## config.mk

```make
export PLATFORM = sky130hd
export DESIGN_NAME = swfc_ctrl
export DESIGN_NICKNAME = d
export VERILOG_FILES = /design/src/rtl/swfc_pkg.sv /design/src/rtl/swfc_rxmatch.sv /design/src/rtl/swfc_rxtrack.sv /design/src/rtl/swfc_txgen.sv /design/src/rtl/swfc_ctrl.sv
export SDC_FILE = /design/constraint.sdc
export NUM_CORES = 1
export LEC_CHECK = 0
export ABC_CLOCK_PERIOD_IN_PS = 2100
export BUFFER_PORTS_ARGS = -buffer_cell sky130_fd_sc_hd__buf_2
export CELL_PAD_IN_SITES_DETAIL_PLACEMENT = 0
export CELL_PAD_IN_SITES_GLOBAL_PLACEMENT = 1
export CORE_MARGIN = 2
export CORE_UTILIZATION = 34
export DETAILED_ROUTE_END_ITERATION = 7
export PLACE_DENSITY = 0.91
export SLEW_MARGIN = 40
export SYNTH_ARGS = -nofsm -noshare
export SYNTH_HDL_FRONTEND = slang
export SYNTH_SLANG_ARGS = --single-unit
```

## constraint.sdc

```tcl
create_clock -name clk -period 2.1 [get_ports clk]
set_input_delay 0.315 -clock clk [delete_from_list [all_inputs] [get_ports clk]]
set_output_delay 0.315 -clock clk [all_outputs]
set_load 0.05 [all_outputs]
```

## src/rtl/swfc_pkg.sv

```systemverilog
// Shared encodings for the software flow controller.
package swfc_pkg;
    // Mode field encoding used by both the transmit and receive sides.
    typedef enum logic [1:0] {
        FC_OFF    = 2'b00,
        FC_FIRST  = 2'b01,
        FC_SECOND = 2'b10,
        FC_PAIR   = 2'b11
    } fc_mode_e;

    // Insertion sequencer states.
    typedef enum logic [1:0] {
        TG_IDLE  = 2'b00,
        TG_BYTE1 = 2'b01,
        TG_BYTE2 = 2'b10
    } tg_state_e;
endpackage

```

## src/rtl/swfc_rxmatch.sv

```systemverilog
// Recognises one programmed code (one or two bytes) in the received stream.
// Assumes: stb is high for exactly one cycle per received character.
// hit is combinational and valid in the strobe cycle.
module swfc_rxmatch
    import swfc_pkg::*;
#(
    parameter int DW = 8
) (
    input  logic          clk,
    input  logic          rst_n,
    input  logic [1:0]    mode,
    input  logic [DW-1:0] code_a,
    input  logic [DW-1:0] code_b,
    input  logic          stb,
    input  logic [DW-1:0] data,
    output logic          hit
);
    fc_mode_e md;
    logic     armed;

    assign md = fc_mode_e'(mode);

    // Decide whether the current character completes the code.
    always_comb begin
        hit = 1'b0;
        case (md)
            FC_FIRST:  hit = stb && (data == code_a);
            FC_SECOND: hit = stb && (data == code_b);
            FC_PAIR:   hit = stb && armed && (data == code_b);
            default:   hit = 1'b0;
        endcase
    end

    // Track a pending first byte in two-byte mode.
    always_ff @(posedge clk) begin
        if (!rst_n) begin
            armed <= 1'b0;
        end else if (md != FC_PAIR) begin
            armed <= 1'b0;
        end else if (stb) begin
            if (armed && (data == code_b)) begin
                armed <= 1'b0;
            end else begin
                armed <= (data == code_a);
            end
        end
    end
endmodule

```

## src/rtl/swfc_rxtrack.sv

```systemverilog
// Receive-side status: one matcher for the resume code and one for the stop code.
// Keeps the local pause status and raises the stop interrupt pulse.
// Assumes: the codes are stable while characters arrive.
module swfc_rxtrack
    import swfc_pkg::*;
#(
    parameter int DW = 8
) (
    input  logic          clk,
    input  logic          rst_n,
    input  logic [1:0]    mode,
    input  logic          xany,
    input  logic [DW-1:0] xon_a,
    input  logic [DW-1:0] xon_b,
    input  logic [DW-1:0] xoff_a,
    input  logic [DW-1:0] xoff_b,
    input  logic          stb,
    input  logic [DW-1:0] data,
    output logic          paused,
    output logic          irq
);
    localparam int NCODE  = 2;
    localparam int IX_ON  = 0;
    localparam int IX_OFF = 1;

    fc_mode_e                    md;
    logic [NCODE-1:0]            hit;
    logic [NCODE-1:0][DW-1:0]    ca;
    logic [NCODE-1:0][DW-1:0]    cb;

    assign md = fc_mode_e'(mode);
    assign ca = {xoff_a, xon_a};
    assign cb = {xoff_b, xon_b};

    for (genvar k = 0; k < NCODE; k++) begin : g_match
        swfc_rxmatch #(.DW(DW)) u_match (
            .clk    (clk),
            .rst_n  (rst_n),
            .mode   (mode),
            .code_a (ca[k]),
            .code_b (cb[k]),
            .stb    (stb),
            .data   (data),
            .hit    (hit[k])
        );
    end

    // Update the pause status and the interrupt pulse; a stop code has precedence.
    always_ff @(posedge clk) begin
        if (!rst_n) begin
            paused <= 1'b0;
            irq    <= 1'b0;
        end else if (md == FC_OFF) begin
            paused <= 1'b0;
            irq    <= 1'b0;
        end else begin
            irq <= hit[IX_OFF];
            if (hit[IX_OFF]) begin
                paused <= 1'b1;
            end else if (hit[IX_ON]) begin
                paused <= 1'b0;
            end else if (stb && xany) begin
                paused <= 1'b0;
            end
        end
    end

    // an interrupt pulse only follows a character strobe.
    a_r10_irq_after_strobe: assert property (@(posedge clk) disable iff (!rst_n)
        irq |-> $past(stb));
    // the interrupt pulse comes with the paused status.
    a_r10_irq_with_pause: assert property (@(posedge clk) disable iff (!rst_n)
        irq |-> paused);
    // mode off clears the status and the interrupt.
    a_r6_off_clears: assert property (@(posedge clk) disable iff (!rst_n)
        (md == FC_OFF) |=> (!paused && !irq));
    // the pause status is never left without a received character.
    a_r9_no_idle_resume: assert property (@(posedge clk) disable iff (!rst_n)
        (paused && !stb && md != FC_OFF) |=> paused);
endmodule

```

## src/rtl/swfc_txgen.sv

```systemverilog
// Transmit-side code generator: compares the receive level with the thresholds.
// Offers stop/resume code bytes to the serializer with a request/acknowledge handshake.
// Assumes: ins ack is high for one cycle when the offered byte starts.
module swfc_txgen
    import swfc_pkg::*;
#(
    parameter int CW = 9,
    parameter int DW = 8
) (
    input  logic          clk,
    input  logic          rst_n,
    input  logic [1:0]    mode,
    input  logic [CW-1:0] level,
    input  logic [CW-1:0] hi,
    input  logic [CW-1:0] lo,
    input  logic [DW-1:0] xon_a,
    input  logic [DW-1:0] xon_b,
    input  logic [DW-1:0] xoff_a,
    input  logic [DW-1:0] xoff_b,
    input  logic          ack,
    output logic          req,
    output logic [DW-1:0] code
);
    fc_mode_e  md;
    tg_state_e st;
    logic      remote_off;
    logic      send_off;
    logic      want_off;
    logic      want_on;

    assign md       = fc_mode_e'(mode);
    assign want_off = !remote_off && (level > hi);
    assign want_on  = remote_off && (level <= lo);
    assign req      = (st != TG_IDLE);

    // Sequence the insertion of one or two code bytes and track the far end's state.
    always_ff @(posedge clk) begin
        if (!rst_n) begin
            st         <= TG_IDLE;
            remote_off <= 1'b0;
            send_off   <= 1'b0;
            code       <= '0;
        end else if (md == FC_OFF) begin
            st         <= TG_IDLE;
            remote_off <= 1'b0;
        end else begin
            case (st)
                TG_IDLE: begin
                    if (want_off) begin
                        st         <= TG_BYTE1;
                        remote_off <= 1'b1;
                        send_off   <= 1'b1;
                        code       <= (md == FC_SECOND) ? xoff_b : xoff_a;
                    end else if (want_on) begin
                        st         <= TG_BYTE1;
                        remote_off <= 1'b0;
                        send_off   <= 1'b0;
                        code       <= (md == FC_SECOND) ? xon_b : xon_a;
                    end
                end
                TG_BYTE1: begin
                    if (ack) begin
                        if (md == FC_PAIR) begin
                            st   <= TG_BYTE2;
                            code <= send_off ? xoff_b : xon_b;
                        end else begin
                            st <= TG_IDLE;
                        end
                    end
                end
                TG_BYTE2: begin
                    if (ack) begin
                        st <= TG_IDLE;
                    end
                end
                default: st <= TG_IDLE;
            endcase
        end
    end

    // mode off withdraws any request.
    a_r2_off_no_req: assert property (@(posedge clk) disable iff (!rst_n)
        (md == FC_OFF) |=> !req);
    // an unacknowledged byte is held.
    a_r5_hold_until_ack: assert property (@(posedge clk) disable iff (!rst_n)
        (req && !ack && md != FC_OFF) |=> (req && $stable(code)));
endmodule

```

## src/rtl/swfc_ctrl.sv

```systemverilog
// Top of the software flow controller for one channel.
// Joins receive-side recognition and transmit-side code generation.
// Assumes: the serializer sends an offered code before FIFO data, between characters only.
module swfc_ctrl
    import swfc_pkg::*;
#(
    parameter int CNT_W = 9
) (
    input  logic             clk,
    input  logic             rst_n,
    input  logic [1:0]       tx_mode,
    input  logic [1:0]       rx_mode,
    input  logic             xon_any,
    input  logic [7:0]       xon_code1,
    input  logic [7:0]       xon_code2,
    input  logic [7:0]       xoff_code1,
    input  logic [7:0]       xoff_code2,
    input  logic [CNT_W-1:0] thr_hi,
    input  logic [CNT_W-1:0] thr_lo,
    input  logic             rx_stb,
    input  logic [7:0]       rx_char,
    input  logic [CNT_W-1:0] rx_level,
    input  logic             ins_ack,
    output logic             tx_pause,
    output logic             ins_req,
    output logic [7:0]       ins_code,
    output logic             xoff_irq
);
    localparam int DW = 8;

    logic paused;

    swfc_rxtrack #(.DW(DW)) u_rx (
        .clk    (clk),
        .rst_n  (rst_n),
        .mode   (rx_mode),
        .xany   (xon_any),
        .xon_a  (xon_code1),
        .xon_b  (xon_code2),
        .xoff_a (xoff_code1),
        .xoff_b (xoff_code2),
        .stb    (rx_stb),
        .data   (rx_char),
        .paused (paused),
        .irq    (xoff_irq)
    );

    swfc_txgen #(.CW(CNT_W), .DW(DW)) u_tx (
        .clk    (clk),
        .rst_n  (rst_n),
        .mode   (tx_mode),
        .level  (rx_level),
        .hi     (thr_hi),
        .lo     (thr_lo),
        .xon_a  (xon_code1),
        .xon_b  (xon_code2),
        .xoff_a (xoff_code1),
        .xoff_b (xoff_code2),
        .ack    (ins_ack),
        .req    (ins_req),
        .code   (ins_code)
    );

    // FIFO data waits while paused or while a code byte is pending.
    assign tx_pause = paused | ins_req;
endmodule

```

# [Word level (Yosys, flattened, before mapping)]
# Cells that the tools add are included.
[word_totals] register_bits=16 inputBits=76 out_inout_bits=11
[op_classes] n_mux=23 n_eq_ne=16 n_reduce_logical=28 n_lt_le_gt_ge=2 n_bitwise=3
[op_table] op="two-way mux 8 bit" count=7
[op_table] op="== test 8 bit" count=4
[op_table] op="case mux 8 bit (2 select lines)" count=1
[op_table] op="logical AND 1 bit" count=13
[op_table] op="== test 2 bit, second input constant" count=5
[op_table] op="two-way mux 2 bit" count=5
[op_table] op="> comparator 9 bit" count=1
[op_table] op="less-or-equal comparator 9 bit" count=1
[op_table] op="two-way mux 1 bit" count=7
[op_table] op="zero test 2 bit" count=3
[op_table] op="!= test 2 bit, second input constant" count=3
[op_table] op="case mux 1 bit (3 select lines)" count=2
[op_table] op="case mux 2 bit (3 select lines)" count=1
[op_table] op="AND reduction 3 bit" count=2
[op_table] op="nonzero test 2 bit" count=3
[op_table] op="OR reduction 2 bit" count=3
[op_table] op="AND reduction 5 bit" count=1
[op_table] op="== test 2 x 1 -> 1 bit, second input constant" count=2
[op_table] op="!= test 3 x 1 -> 1 bit, second input constant" count=1
[op_table] op="nonzero test 3 bit" count=1
[op_table] op="!= test 2 x 1 -> 1 bit, second input constant" count=1
[op_table] op="inverter 1 bit" count=2
[op_table] op="AND reduction 2 bit" count=1
[op_table] op="zero test 1 bit" count=1
[op_table] op="bitwise OR 1 bit" count=1

# [Depth between registers and ports, before layout]
# Gate-level depths: netlist of run 1.
[depth] depth_word=5 ltp_mapped=9 mapped_depth_nobuf=8

# [Cells and area by module]
# A second synthesis of run 1 with hierarchy kept.
[unflattened] cells_unflattened=266 area_unflattened_um2=2044.5
[by_module_without_submodules] module="swfc_txgen" n_inst=1 cells_each=193 area_per_inst_um2=1450.1 seq_area_each_um2=240.2
[by_module_without_submodules] module="swfc_rxmatch" n_inst=2 cells_each=32 area_per_inst_um2=257.7 seq_area_each_um2=20.0
[by_module_without_submodules] module="swfc_rxtrack" n_inst=1 cells_each=8 area_per_inst_um2=72.6 seq_area_each_um2=40.0
[by_module_without_submodules] module="swfc_ctrl" n_inst=1 cells_each=1 area_per_inst_um2=6.3 seq_area_each_um2=0.0

# [Least setup slack after synthesis of run 1]
# Ideal clock, no wire load.
[synth_timing] kind="in2reg" startpoint="input thr_hi[8]" endpoint="register u_tx.code[0]" setup_slack_ns=0.184 path_stages=9 setup_time_ns=0.070 arrival_time_ns=1.846 n_path_buf=1 cell_sequence="inv_1 ha_1 a21oi_1 o21ai_0 o211a_1 a211o_1 buf_6 o21a_4 a21oi_1"
[synth_via] elab_chain_cells=4 elab_cells_between_ends=6 cone_classes="order compare (1); eq/ne (1); mux (2); reduce/logical (2)"
[synth_rtl] item="start, declared" line="swfc_ctrl.sv:18" rtl="input logic [CNT_W-1:0] thr_hi,"
[synth_rtl] item="> comparator 9 bit *" line="swfc_txgen.sv:32" rtl="assign want_off = !remote_off && (level > hi);"
[synth_rtl] item="logical AND 1 bit *" line="swfc_txgen.sv:32"
[synth_rtl] item="!= test 3 x 1 -> 1 bit (no line) or two-way mux 8 bit (tied branches)"
[synth_rtl] item="AND reduction 5 bit (no line) or case mux 8 bit (2 select lines) (tied branches)"
[synth_rtl] item="end signal, assigned" line="swfc_txgen.sv:53" rtl="code <= (md == FC_SECOND) ? xoff_b : xoff_a;"
[synth_rtl] item="end signal, assigned" line="swfc_txgen.sv:58" rtl="code <= (md == FC_SECOND) ? xon_b : xon_a;"
[synth_rtl] item="end signal, assigned" line="swfc_txgen.sv:65" rtl="code <= send_off ? xoff_b : xon_b;"
[synth_rtl] item="end, declared" line="swfc_txgen.sv:22" rtl="output logic [DW-1:0] code"
# Mark *: on every way between the ends. The rest lies on a longest branch, timed or not.
# A chain may end at the register's enable or synchronous reset.

# [Worst setup path in the final report of run 1]
[layout_timing] startpoint="input thr_hi[4]" endpoint="register u_tx.code[4]"
# The elaborated chain is that of the path after synthesis.

==> results of run 1 <==
## area by class of cell
cell class | instances | area share (%)
repair buffers | 92 | 18.76
well taps | 72 | 3.554
inverters | 22 | 3.258
clock buffers | 4 | 2.172
flip-flops and latches | 16 | 12.64
multi-input cells | 193 | 59.62
## flip-flops by register name, indices dropped and copies added, names as in the netlist
signal	count
u_rx.irq	1
u_rx.paused	1
u_tx.code	8
u_tx.send_off	1
u_tx.remote_off	1
u_tx.st	2
u_rx.g_match.u_match.armed	2
## routing by layer
layer	up-vias	part of all wire, %
li1	1059	-
met1	984	47
met2	43	47
met3	8	5.4
met4	0	0.72
met5	-	0
## cell usage after synthesis, types with 2 or more instances
| cell type | number |
|---|---|
| xnor2_1 | 24 |
| o211ai_1 | 2 |
| nor4_1 | 2 |
| ha_1 | 18 |
| o21ai_0 | 6 |
| o21a_1 | 10 |
| clkbuf_1 | 9 |
| dfxtp_1 | 16 |
| nand4_1 | 10 |
| nand3_1 | 3 |
| inv_1 | 22 |
| o31ai_1 | 9 |
| nand2_1 | 6 |
| xor2_1 | 8 |
| a21oi_1 | 21 |
| nor2_1 | 16 |
| buf_2 | 2 |
| mux2_2 | 16 |
| nor3_1 | 4 |
| or3_1 | 2 |
| mux2i_1 | 8 |
| nand2b_1 | 2 |
| a221oi_1 | 8 |
## critical path: stages
cell	delay (ns)
buf_2	0.07
inv_1	0.03
ha_1	0.32
nand4_1	0.16
o221ai_1	0.20
o211a_1	0.29
a211o_2	0.38
o21a_4	0.26
a21oi_1	0.13
## power breakdown
| group | total, mW | internal [mW] | switching [mW] |
|---|---|---|---|
| combinational | 0.705 | 0.289 | 0.416 |
| sequential | 0.399 | 0.344 | 0.0546 |
| clock | 0.284 | 0.167 | 0.117 |
## stage by stage
step | power [mW] | instance area (um2) | setup slack [ns]
after CTS | 1.391 | 2526 | 0.06671
after detailed placement | 1.104 | 2471 | -0.1943
final | 1.387 | 2535 | 0.1342
after floorplan | 0.8884 | 1968 | 0.1844
after global placement | 1.098 | 2471 | -0.1501
after global routing | 1.484 | 2535 | 0.002498
## kinds of logic after synthesis
group / share of synthesized area [%]
compound gates: 24.73
xor+xnor: 14.24
fa+ha+maj: 11.44
buf+inv: 7.374
flops: 16.27
mux: 13.22
simple gates: 12.72
## path summary, 6_finish.rpt
check                         endpoint  cells past startpoint  slack (ns)
min            u_tx.st[0]$_SDFFE_PP0P_                      2        0.29
max reg2reg    u_tx.st[0]$_SDFFE_PP0P_                      6        0.47
max          u_tx.code[4]$_SDFFE_PN0P_                      9        0.13
min reg2reg    u_tx.st[0]$_SDFFE_PP0P_                      1        0.51
## timing repair
action,4_1_cts,5_1_grt
setup endpoints to repair,0,9
setup buffers,0,0
resized for setup,0,3
==> flow_metrics.py, run 1 <==
metrics = {
    "run_status": {
        "status": "completed",
    },
    "hold_path": {
        "min_from": "ins_ack",
        "holdCritPathClass": "in2reg",
    },
    "sta": {
        "fin_crit_ns": 1.966,
        "whs_ns": 0.2867,
        "drv_slew": 0,
        "maxSlewHeadroom_pct": 61.42,
        "setup_viol": 0,
        "rsz0062_at_grt": "false",
        "post-route-period-util_pct": 93.61,
        "finalHoldViolCount": 0,
        "fmaxAchievable_mhz": 508.7,
        "worstMarginPinSlew_ns": 0.5779,
        "tns_ns": 0,
        "finClkSkew_ns": 0.003893,
    },
    "logic_synthesis": {
        "synth_cells": 244,
        "yosysTopAreaCellShare_pct": 16.27,
        "ys_top_cells_by_area": "dfxtp_1, ha_1, xnor2_1",
        "ys_ff_latch": 16,
        "async_flop_share_pct": 0,
        "synth_seq_area_share_pct": 16.27,
        "synthesis.area_um2": 1968,
        "synth_ff_type": "dfxtp_1",
        "synth_edf_count": 0,
        "ys_warn_count": 0,
        "yosysTopAreaCell": "dfxtp_1",
        "avgSynthCellArea_um2": 8.066,
        "netlist-cell-type-count": 43,
        "synth_nets": 338,
    },
    "run": {
        "max_cap_viol_count": 0,
    },
    "clocking": {
        "cts_root_buf": "clkbuf_8",
        "clk_pin_slew_worst_paths_ns": 0.07,
        "cts.sinks": 16,
        "ctsHoldBuffers": 0,
        "htreeDepth": 1,
        "clockBufferDepth": 2,
        "clock_latency_ns": 0.25,
        "numCtsBuffers": 3,
        "cts_tree": "done",
    },
    "floorplan": {
        "die_h_um": 80.09,
        "die_w_um": 80.09,
        "top_level_ports": 87,
        "start_util_pct": 35.52,
        "die_area_um2": 6414,
        "core_um2": 5540,
        "rows": 27,
    },
    "global_route": {
        "use_met3_pct": 4.157,
        "first_global_vias": 1995,
        "grt_pass1_wl_um": 8970,
        "grt_util_met2_pct": 28.83,
        "use_met1_pct": 23.85,
        "grt_max_degree": 18,
        "antenna_found_initial": 0,
        "grt-busiest-layer": "met2",
        "grt-ovfl-total": 0,
        "grt_usage_pct": 17.60,
    },
    "critical_path": {
        "cp.required_ns": 2.29,
        "startpoint": "thr_hi[4]",
        "end_kind": "flop",
        "worstReg2RegStart": "u_tx.remote_off$_SDFFE_PP0P_",
        "cp_max_fo": 10,
        "crit_type": "in2reg",
        "worstPathArrival_ns": 2.15,
        "start_kind": "input port",
    },
    "drt": {
        "first_pass_iters": 4,
        "first_iter_violations": 57,
        "antenna_left": 0,
        "wirelength_um": 5683,
        "viasPerCell": 5.248,
        "drc_errors": 0,
        "vias": 2094,
        "wl_per_cell_um": 14.24,
    },
    "final_layout": {
        "syn2layout_area_growth_pct": 28.80,
        "diodes": 0,
        "final_cells": 399,
        "drive_above_1_share_pct": 36.09,
        "seq_area_um2": 320.3,
        "final_net_count": 422,
        "final_common_cell": "buf_2",
        "mostFrequentLayoutCells": "buf_2, xnor2_1, inv_1",
        "final_util_pct": 45.75,
        "multi_input_area_um2": 1511,
        "final.fill_count": 590,
    },
    "placed_design": {
        "place.gp.congestion": 0.9838,
        "portBuffers": 86,
        "dp.final_hpwl_um": 4839,
        "dp.cells": 395,
    },
    "power": {
        "ir_worst_vdd_uv": 391.1,
        "p_leak_nw": 1.177,
        "power_density_nw_per_um2": 547.3,
    },
}
(Power assumes the default switching activity.)
==> inputs of run 2 (changes only) <==
--- a/config.mk
+++ b/config.mk
@@ -6,7 +6,7 @@
 export NUM_CORES = 1
 export LEC_CHECK = 0
 export ABC_CLOCK_PERIOD_IN_PS = 2100
-export BUFFER_PORTS_ARGS = -buffer_cell sky130_fd_sc_hd__buf_2
+export BUFFER_PORTS_ARGS = -buffer_cell sky130_fd_sc_hd__buf_4
 export CELL_PAD_IN_SITES_DETAIL_PLACEMENT = 0
 export CELL_PAD_IN_SITES_GLOBAL_PLACEMENT = 1
 export CORE_MARGIN = 2
==> run 2 against run 1 <==
Against the previous run: via count shrank 1.5%; hold slack worse by 0.027 ns; non-clock buffer count down 2; sequential share of layout area down 0.92 points; first-iteration DRC count increased by 32%; cell count fell by 0.50%; routed wire length grew 3.6%; global-route usage grew 1.2 points; largest power group unchanged; die area stayed put; combinational power grew 9.1%; clock skew down 0.00051 ns; critical path type unchanged.
==> flow_metrics.py, run 2 (synthesized netlist as in run 1, its figures left out) <==
metrics = {
    "run_status": {
        "status": "completed",
    },
    "sta": {
        "setup_ws_ns": 0.1540,
        "maxSlewHeadroom_pct": 60.00,
        "drv_slew": 0,
        "fmaxAchievable_mhz": 513.9,
        "post-route-period-util_pct": 92.67,
        "rsz0062_at_grt": "false",
        "worstMarginPinSlew_ns": 0.5991,
        "fin_crit_ns": 1.946,
        "setup_viol": 0,
        "finalHoldViolCount": 0,
        "whs_ns": 0.2600,
        "finClkSkew_ns": 0.003384,
    },
    "floorplan": {
        "core_um2": 5540,
        "die_w_um": 80.09,
        "die_h_um": 80.09,
        "start_util_pct": 35.52,
        "die_area_um2": 6414,
        "rows": 27,
        "top_level_ports": 87,
    },
    "critical_path": {
        "critPathTopFamily": "compound AO/OA/AOI/OAI gates",
        "cp_slowest_cell": "a211o_2",
        "critPathCapture": "u_tx.code[5]$_SDFFE_PN0P_",
        "cp_num_buf_inv": 2,
        "worstPathArrival_ns": 2.14,
        "crit_chain": "buf_4, inv_1, ha_1, nand4_1, o221ai_1, o211a_1, a211o_2, o21a_4, a21oi_1",
        "start_kind": "input port",
        "cp.depth": 9,
        "reg2reg_slack_ns": 0.45,
        "reg2reg_to": "u_tx.st[0]$_SDFFE_PP0P_",
        "cp_max_fo": 10,
        "end_kind": "flop",
        "crit_type": "in2reg",
        "r2r_cells": 6,
        "cp.required_ns": 2.29,
        "worstReg2RegStart": "u_tx.remote_off$_SDFFE_PP0P_",
        "startpoint": "thr_hi[4]",
        "critPathMaxStageDelay_ns": 0.38,
    },
    "clocking": {
        "htreeDepth": 1,
        "cts_root_buf": "clkbuf_8",
        "numCtsBuffers": 3,
        "cts_setup_buffers": 0,
        "clockBufferDepth": 2,
        "clock_latency_ns": 0.26,
        "cts_repair_resize_count": 2,
        "ctsHoldBuffers": 0,
        "cts.sinks": 16,
        "clk_pin_slew_worst_paths_ns": 0.07,
        "cts_tree": "done",
    },
    "final_layout": {
        "final_util_pct": 49.37,
        "top_register": "u_tx.code",
        "drive_above_1_share_pct": 35.69,
        "final_cell_area_um2": 2735,
        "final_common_cell": "buf_4",
        "diodes": 0,
        "syn2layout_area_growth_pct": 38.97,
        "mostFrequentLayoutCells": "buf_4, xnor2_1, inv_1",
        "final_net_count": 420,
        "largestRegisters": "u_tx.code: 8 flops, u_rx.g_match.u_match.armed: 2 flops, u_tx.st: 2 flops",
        "largest_register_ffs": 8,
        "final.fill_count": 551,
    },
    "global_route": {
        "use_met3_pct": 4.045,
        "grt-busiest-layer": "met2",
        "grt-ovfl-total": 0,
        "grt_pass1_wl_um": 9425,
        "grt_util_met2_pct": 29.83,
        "antenna_found_initial": 0,
        "use_met1_pct": 25.19,
        "grt_usage_pct": 18.76,
        "grt_max_degree": 18,
        "first_global_vias": 1986,
    },
    "power": {
        "power_density_nw_per_um2": 534.3,
        "ir_worst_vdd_uv": 343.7,
        "total_power_mw": 1.461,
        "p_leak_nw": 1.234,
    },
    "placed_design": {
        "post-place-ws_ns": -0.3092,
        "place.gp.congestion": 0.9447,
        "postPlaceCellArea_um2": 2671,
        "dp.final_hpwl_um": 4885,
        "portBuffers": 86,
    },
    "drt": {
        "wl_per_cell_um": 14.83,
        "first_iter_violations": 75,
        "antenna_left": 0,
        "first_pass_iters": 4,
        "vias": 2062,
        "drc_errors": 0,
        "viasPerCell": 5.194,
        "wirelength_um": 5887,
    },
    "hold_path": {
        "holdCritPathClass": "in2reg",
    },
    "run": {
        "max_cap_viol_count": 0,
    },
}
==> run 2: changes by cell type in the layout (fill, tap and decap cells not counted) <==
cell   previous run  this run
buf_2            86         0
buf_4             6        90
==> run 2: report_power, final <==
group | leakage (nW) | switching, mW | internal, mW
Clock | 0.0288 | 0.127 | 0.167
Combinational | 1.07 | 0.421 | 0.349
Sequential | 0.131 | 0.0538 | 0.344
Total | 1.23 | 0.601 | 0.860
==> run 2: per-layer routing <==
layer,share of wire [%],up-vias,wire [um]
met2,48,40,2819
met4,1.6,0,94
met1,46,960,2710
li1,-,1053,-
met3,4.5,9,263
met5,0,-,0
==> run 2: worst reg2reg max path, cell delays in order, from the launching register on <==
cell and delay (ns):
dfxtp_1 0.35, inv_1 0.06, a211oi_1 0.21, o221a_2 0.22, a211o_2 0.26, nor2_1 0.07, a2111oi_1 0.36
==> run 2: final cells by class <==
class                      instances  area [um2]  area share, %
inverter                          22       82.58          3.019
tap                               72       90.09          3.294
sequential                        16       320.3          11.71
timing repair buffer              90       675.6          24.70
multi-input combinational        193        1511          55.26
clock buffer                       4       55.05          2.013
==> run 2: worst min-delay path by stage <==
stage	startpoint	slack (ns)	endpoint	cells past startpoint
6_report	ins_ack	0.26	u_tx.st[0]$_SDFFE_PP0P_	2
3_5_place_dp	u_tx.remote_off$_SDFFE_PP0P_	0.50	u_tx.remote_off$_SDFFE_PP0P_	2
3_3_place_gp	u_tx.remote_off$_SDFFE_PP0P_	0.49	u_tx.remote_off$_SDFFE_PP0P_	2
4_1_cts	ins_ack	0.26	u_tx.st[0]$_SDFFE_PP0P_	2
2_1_floorplan	ins_ack	0.42	u_tx.st[0]$_SDFFE_PP0P_	1
5_1_grt	ins_ack	0.26	u_tx.st[0]$_SDFFE_PP0P_	2
==> run 2: stage by stage <==
step,TNS (ns),cells
after CTS,0,397
final,0,397
after floorplan,0,244
after detailed placement,-2.398,393
after global routing,0,397
after global placement,-1.197,393
